===== config.mk =====
export PLATFORM = sky130hd
export DESIGN_NAME = serial_crc32
export DESIGN_NICKNAME = d
export VERILOG_FILES = /design/src/rtl/crc32_pkg.sv /design/src/rtl/crc_bit_step.sv /design/src/rtl/crc_shift_reg.sv /design/src/rtl/crc_frame_ctrl.sv /design/src/rtl/serial_crc32.sv
export SDC_FILE = /design/constraint.sdc
export NUM_CORES = 1
export LEC_CHECK = 0
export BUFFER_PORTS_ARGS = -buffer_cell sky130_fd_sc_hd__buf_2
export CORE_MARGIN = 2
export CORE_UTILIZATION = 35
export CTS_BUF_LIST = sky130_fd_sc_hd__clkbuf_2
export DETAILED_ROUTE_END_ITERATION = 10
export GPL_TIMING_DRIVEN = 0
export PLACE_DENSITY = 0.52
export SLEW_MARGIN = 40
export SYNTH_ARGS = -nofsm -noshare
export SYNTH_HDL_FRONTEND = slang
export SYNTH_HIERARCHICAL = 1
export SYNTH_SLANG_ARGS = --single-unit

===== constraint.sdc =====
create_clock -name clk -period 3.65 [get_ports clk]
set_input_delay 1.095 -clock clk [delete_from_list [all_inputs] [get_ports clk]]
set_output_delay 1.095 -clock clk [all_outputs]
set_load 0.005 [all_outputs]

===== src/rtl/crc32_pkg.sv =====
package crc32_pkg;
  localparam int unsigned CRC_W      = 32;
  localparam logic [CRC_W-1:0] POLY_REFL  = 32'hEDB88320;
  localparam logic [CRC_W-1:0] PRESET     = 32'hFFFFFFFF;
  localparam logic [CRC_W-1:0] OUT_INVERT = 32'hFFFFFFFF;
  localparam logic [CRC_W-1:0] GOOD_RESID = 32'hDEBB20E3;
endpackage


===== src/rtl/crc_bit_step.sv =====
module crc_bit_step #(
  parameter int unsigned W = 32,
  parameter logic [W-1:0] POLY = 32'hEDB88320
) (
  input  logic [W-1:0] cur,
  input  logic         din,
  output logic [W-1:0] nxt
);
  logic fb;
  assign fb = cur[0] ^ din;

  for (genvar i = 0; i < W; i++) begin : g_tap
    if (i == W - 1) begin : g_top
      assign nxt[i] = POLY[i] & fb;
    end else begin : g_mid
      assign nxt[i] = cur[i+1] ^ (POLY[i] & fb);
    end
  end
endmodule


===== src/rtl/crc_shift_reg.sv =====
module crc_shift_reg #(
  parameter int unsigned W = 32,
  parameter logic [W-1:0] POLY = 32'hEDB88320,
  parameter logic [W-1:0] INIT = 32'hFFFFFFFF
) (
  input  logic         clk,
  input  logic         rst,
  input  logic         take,
  input  logic         preset,
  input  logic         din,
  output logic [W-1:0] state_o
);
  logic [W-1:0] state_q;
  logic [W-1:0] base;
  logic [W-1:0] stepped;

  assign base = preset ? INIT : state_q;

  crc_bit_step #(.W(W), .POLY(POLY)) u_step (
    .cur(base),
    .din(din),
    .nxt(stepped)
  );

  always_ff @(posedge clk) begin
    if (rst)         state_q <= INIT;
    else if (take)   state_q <= stepped;
    else if (preset) state_q <= INIT;
  end

  assign state_o = state_q;

  assert_hold_R6: assert property (@(posedge clk) disable iff (rst)
    (!take && !preset) |=> $stable(state_q));

  assert_preset_R5: assert property (@(posedge clk) disable iff (rst)
    (preset && !take) |=> (state_q == INIT));
endmodule


===== src/rtl/crc_frame_ctrl.sv =====
module crc_frame_ctrl #(
  parameter int unsigned W = 32,
  parameter logic [W-1:0] RESID = 32'hDEBB20E3
) (
  input  logic         clk,
  input  logic         rst,
  input  logic         valid,
  input  logic         last,
  input  logic [W-1:0] state,
  output logic         ready,
  output logic         take,
  output logic         done,
  output logic         ok
);
  logic ready_q;
  logic done_q;

  always_ff @(posedge clk) begin
    if (rst) begin
      ready_q <= 1'b0;
      done_q  <= 1'b0;
    end else begin
      ready_q <= 1'b1;
      done_q  <= valid && ready_q && last;
    end
  end

  assign ready = ready_q;
  assign take  = valid && ready_q;
  assign done  = done_q;
  assign ok    = done_q && (state == RESID);
endmodule


===== src/rtl/serial_crc32.sv =====
module serial_crc32
  import crc32_pkg::*;
#(
  parameter int unsigned W = CRC_W,
  parameter logic [W-1:0] POLY = POLY_REFL,
  parameter logic [W-1:0] INIT = PRESET,
  parameter logic [W-1:0] XOUT = OUT_INVERT,
  parameter logic [W-1:0] RESID = GOOD_RESID
) (
  input  logic         clk,
  input  logic         rst,
  input  logic         in_valid,
  output logic         in_ready,
  input  logic         in_bit,
  input  logic         in_start,
  input  logic         in_last,
  output logic [W-1:0] crc_out,
  output logic         done,
  output logic         crc_ok
);
  logic         take;
  logic [W-1:0] state;

  crc_frame_ctrl #(.W(W), .RESID(RESID)) u_ctrl (
    .clk(clk), .rst(rst), .valid(in_valid), .last(in_last),
    .state(state), .ready(in_ready), .take(take), .done(done), .ok(crc_ok)
  );

  crc_shift_reg #(.W(W), .POLY(POLY), .INIT(INIT)) u_reg (
    .clk(clk), .rst(rst), .take(take), .preset(in_start),
    .din(in_bit), .state_o(state)
  );

  assign crc_out = state ^ XOUT;

  assert_ready_R2: assert property (@(posedge clk) disable iff (rst)
    1'b1 |=> in_ready);

  assert_done_R7: assert property (@(posedge clk) disable iff (rst)
    (in_valid && in_ready && in_last) |=> done);

  assert_ok_R8: assert property (@(posedge clk) disable iff (rst)
    crc_ok |-> (done && crc_out == (RESID ^ XOUT)));
endmodule


==> impl_table.tex <==
\begin{tabular}{lr}
\hline
Metric & Value \\
\hline
\multicolumn{2}{l}{\textbf{Run status}} \\
Status & finished clean \\
\multicolumn{2}{l}{\textbf{Floorplanning}} \\
Overall die area & 0.00717 mm\^{}2 \\
Top-level port count & 41 \\
Row count & 29 \\
Effective utilization at floorplan & 36.1\% \\
Placeable core area & 0.00631 mm\^{}2 \\
Die span in x & 84.7 um \\
Die span in y & 84.7 um \\
\multicolumn{2}{l}{\textbf{Worst hold path}} \\
Worst hold endpoint & u\_reg/state\_o[0] \\
Path type of the worst min-delay path & register to register \\
Launch point of the worst hold path & u\_reg/state\_o[0] \\
Count of cells along the worst hold path & 2 \\
\multicolumn{2}{l}{\textbf{Routing}} \\
Mean routed wirelength per cell & 11.7 um \\
Detailed-route DRC error count & 0 \\
Total wirelength of the detailed-routed design & 4.48 mm \\
Vias per std cell & 4.33 \\
DR pass1 iterations & 4 \\
Total number of vias & 1661 \\
DRT iter0 DRCs & 37 \\
Number of antenna-violating nets in the routed design & 0 \\
\multicolumn{2}{l}{\textbf{Synth}} \\
Post-synth net total & 265 \\
Post-synthesis instance area & 0.00228 mm\^{}2 \\
Top cells by area in the synthesized netlist & sky130\_fd\_sc\_hd\_\_dfxtp\_1, sky130\_fd\_sc\_hd\_\_inv\_1, sky130\_fd\_sc\_hd\_\_xor3\_1, sky130\_fd\_sc\_hd\_\_nor3b\_2, sky130\_fd\_sc\_hd\_\_buf\_4 \\
Average size of a mapped cell & 8.80 um\^{}2 \\
Number of synthesis warnings & 6 \\
Library cell with the largest summed area after synthesis & sky130\_fd\_sc\_hd\_\_dfxtp\_1 \\
Area share of the largest cell type after synthesis & 29.9\% \\
Number of distinct library cells after synthesis & 26 \\
Register bit total from synthesis & 34 \\
Mapped Cells & 259 \\
Sequential area share after synthesis & 29.9\% \\
\multicolumn{2}{l}{\textbf{Clock network}} \\
Worst skew pair latency & 0.38 ns \\
Clock tree from TritonCTS & built \\
Clock sink count & 34 \\
H-tree Lvls & 2 \\
Max Buffers Root-to-Sink & 2 \\
Clk Tree Root Cell & sky130\_fd\_sc\_hd\_\_clkbuf\_2 \\
Resized Gates After CTS & 0 \\
Hold-fix buffers at CTS & 0 \\
Clock Pin Slew Worst Setup and Hold Paths & 0.18 ns \\
Number of clock buffers inserted by TritonCTS & 5 \\
Total setup buffers inserted after CTS & 0 \\
\multicolumn{2}{l}{\textbf{Setup path}} \\
Data arrival at the endpoint of the critical path & 2.11 ns \\
Number of cells on the worst reg-to-reg path & 7 \\
Category of the critical setup timing path & register to output port \\
Highest net fanout along the worst path & 3 \\
Minimum setup slack among reg-to-reg paths & 2.12 ns \\
Required time at the worst-slack endpoint & 2.55 ns \\
Destination of the worst register-to-register timing path & u\_reg/state\_o[19] \\
Kind of start point of the critical path & register \\
Element type at the critical path end & output port \\
RR Startpoint & u\_reg/state\_o[0] \\
\multicolumn{2}{l}{\textbf{Global route}} \\
Overflow left after global routing & 0 \\
Wire length of the first global-routing pass & 7.62 mm \\
Total track usage & 13.3\% \\
Number of antenna violations at the first check in global routing & 0 \\
Number of global-route vias before repair & 1527 \\
Maximum number of pins on one net before global-route repair & 11 \\
\multicolumn{2}{l}{\textbf{Placed design}} \\
Last weighted congestion value of the routability-driven placer & 0.714 \\
Standard cell area after detailed placement & 0.00257 mm\^{}2 \\
Placed cell count & 376 \\
Post-detail-place hpwl & 3.23 mm \\
Worst-case setup slack after placement & 0.859 ns \\
Count of input and output buffers & 40 \\
\multicolumn{2}{l}{\textbf{Power and ir drop}} \\
Worst vdd ir & 0.0903 mV \\
Switching power share of the total & 28.0\% \\
Clock network power share & 26.4\% \\
Comb pwr share & 15.2\% \\
Internal power component & 475 uW \\
Power density over cell area & 252 mW/mm\^{}2 \\
Proportion of power drawn by flip-flops and latches & 58.4\% \\
Net switching power figure & 185 uW \\
Leakage Power & 1.48 nW \\
\multicolumn{2}{l}{\textbf{Flow run}} \\
Count of max-cap constraint violations & 0 \\
\multicolumn{2}{l}{\textbf{STA}} \\
Final worst setup slack & 0.444 ns \\
Min Clock Period, post-route & 3.21 ns \\
Period utilization & 87.8\% \\
Slew @ Worst Pin & 0.366 ns \\
Max\_slew headroom & 75.6\% \\
Timing-limited maximum frequency & 312 MHz \\
Total Negative Setup Slacks & 0 ns \\
RSZ-0062 raised after global routing & no \\
Layout Skew & 0.0156 ns \\
Pins over their slew limit & 0 \\
Final setup violating endpoints & 0 \\
Fin. Hold Viols & 0 \\
\multicolumn{2}{l}{\textbf{Finish}} \\
Nets & 312 \\
Final design utilization & 41.4\% \\
Total non-filler cell area in the finished layout & 0.00261 mm\^{}2 \\
Layout cell share with drive strength beyond 1 & 33.6\% \\
Diodes inserted & 0 \\
Synthesis-to-layout area growth & 14.6\% \\
Final instance count without filler cells & 384 \\
FILL cells & 690 \\
\hline
\end{tabular}
==> state kept, by name, indices dropped and copies added, names as in the netlist <==
signal         count
u_reg/state_o     32
u_ctrl/done        1
u_ctrl/ready       1
==> worst max-delay path by stage <==
stage	from	end	slack (ns)	cells after the start
final	u_reg/state_o[11]	crc_ok	0.44	4
after global routing	u_reg/state_o[10]	crc_ok	0.31	4
after CTS	u_reg/state_o[10]	crc_ok	0.39	4
after detailed placement	u_reg/state_o[11]	crc_ok	0.86	4
after global placement	u_reg/state_o[11]	crc_ok	0.85	4
after floorplan	u_reg/state_o[11]	crc_ok	1.08	3
==> through the flow <==
step	power, mW	hold WS [ns]
6_report	0.659	0.564
5_1_grt	0.696	0.599
4_1_cts	0.674	0.572
3_5_place_dp	0.494	0.530
3_3_place_gp	0.495	0.524
2_1_floorplan	0.468	0.495
==> cells in the mapped netlist <==
master and n:
sky130_fd_sc_hd__a21oi_1 30, sky130_fd_sc_hd__a21oi_2 2, sky130_fd_sc_hd__and2_1 1, sky130_fd_sc_hd__and3_1 1, sky130_fd_sc_hd__and4b_1 2, sky130_fd_sc_hd__buf_2 5, sky130_fd_sc_hd__buf_4 21, sky130_fd_sc_hd__buf_6 9
sky130_fd_sc_hd__dfxtp_1 34, sky130_fd_sc_hd__inv_1 65, sky130_fd_sc_hd__nand2b_1 1, sky130_fd_sc_hd__nand3b_1 1, sky130_fd_sc_hd__nand4_1 1, sky130_fd_sc_hd__nand4_4 1, sky130_fd_sc_hd__nand4b_1 1, sky130_fd_sc_hd__nor2_1 32
sky130_fd_sc_hd__nor2_4 1, sky130_fd_sc_hd__nor3_2 1, sky130_fd_sc_hd__nor3b_1 18, sky130_fd_sc_hd__nor3b_2 14, sky130_fd_sc_hd__nor4b_1 2, sky130_fd_sc_hd__or4_1 1, sky130_fd_sc_hd__or4b_1 1, sky130_fd_sc_hd__xor2_1 1
sky130_fd_sc_hd__xor3_1 9, sky130_fd_sc_hd__xor3_4 4
==> power by group through the flow <==
| stage | sequential, mW | clock (mW) | combinational (mW) |
|---|---|---|---|
| 6_report | 0.385 | 0.174 | 0.0999 |
| 3_3_place_gp | 0.393 | 0 | 0.102 |
| 3_5_place_dp | 0.393 | 0 | 0.101 |
| 2_1_floorplan | 0.391 | 0 | 0.0766 |
| 4_1_cts | 0.385 | 0.187 | 0.102 |
| 5_1_grt | 0.387 | 0.199 | 0.110 |
==> cell families after synthesis <==
group | Yosys count | synth area share (%)
simple gates | 79 | 25.0
buf+inv | 100 | 23.2
compound gates | 32 | 7.36
xor+xnor | 14 | 14.6
flops | 34 | 29.9
==> layout make-up <==
| type | instances | area (um^2) | area share (%) |
|---|---|---|---|
| buffer | 35 | 284 | 10.9 |
| clock buffer | 5 | 25.0 | 0.958 |
| clock inverter | 3 | 11.3 | 0.431 |
| sequential | 34 | 681 | 26.1 |
| timing repair buffer | 40 | 200 | 7.67 |
| multi-input combinational | 125 | 1070 | 41.0 |
| inverter | 65 | 244 | 9.34 |
| tap | 77 | 96.3 | 3.69 |
==> critical path, stage by stage, from the launching register on <==
cell and delay, ns:
sky130_fd_sc_hd__dfxtp_1 0.36, sky130_fd_sc_hd__or4b_1 0.55, sky130_fd_sc_hd__or4_1 0.53, sky130_fd_sc_hd__nor3_2 0.16
sky130_fd_sc_hd__buf_2 0.13
==> metal layers <==
| layer | global-route usage, % | vias up | wire length [um] |
|---|---|---|---|
| met3 | 3.24 | 2 | 193 |
| met2 | 20.2 | 32 | 2010 |
| li1 | - | 879 | - |
| met5 | 0 | - | 0 |
| met1 | 18.6 | 748 | 2240 |
| met4 | 4.33 | 0 | 36 |
==> placed cells by master, fill, tap and decap left out, drive strengths merged <==
master	synthesis	final
buf	35	75
inv	65	65
dfxtp	34	34
nor2	33	33
a21oi	32	32
nor3b	32	32
xor3	13	13
clkbuf	0	5
clkinv	0	3
and4b	2	2
nor4b	2	2
nand4	2	2
nand2b	1	1
or4b	1	1
nand4b	1	1
or4	1	1
nand3b	1	1
nor3	1	1
and2	1	1
and3	1	1
xor2	1	1
(Power assumes the default switching activity.)
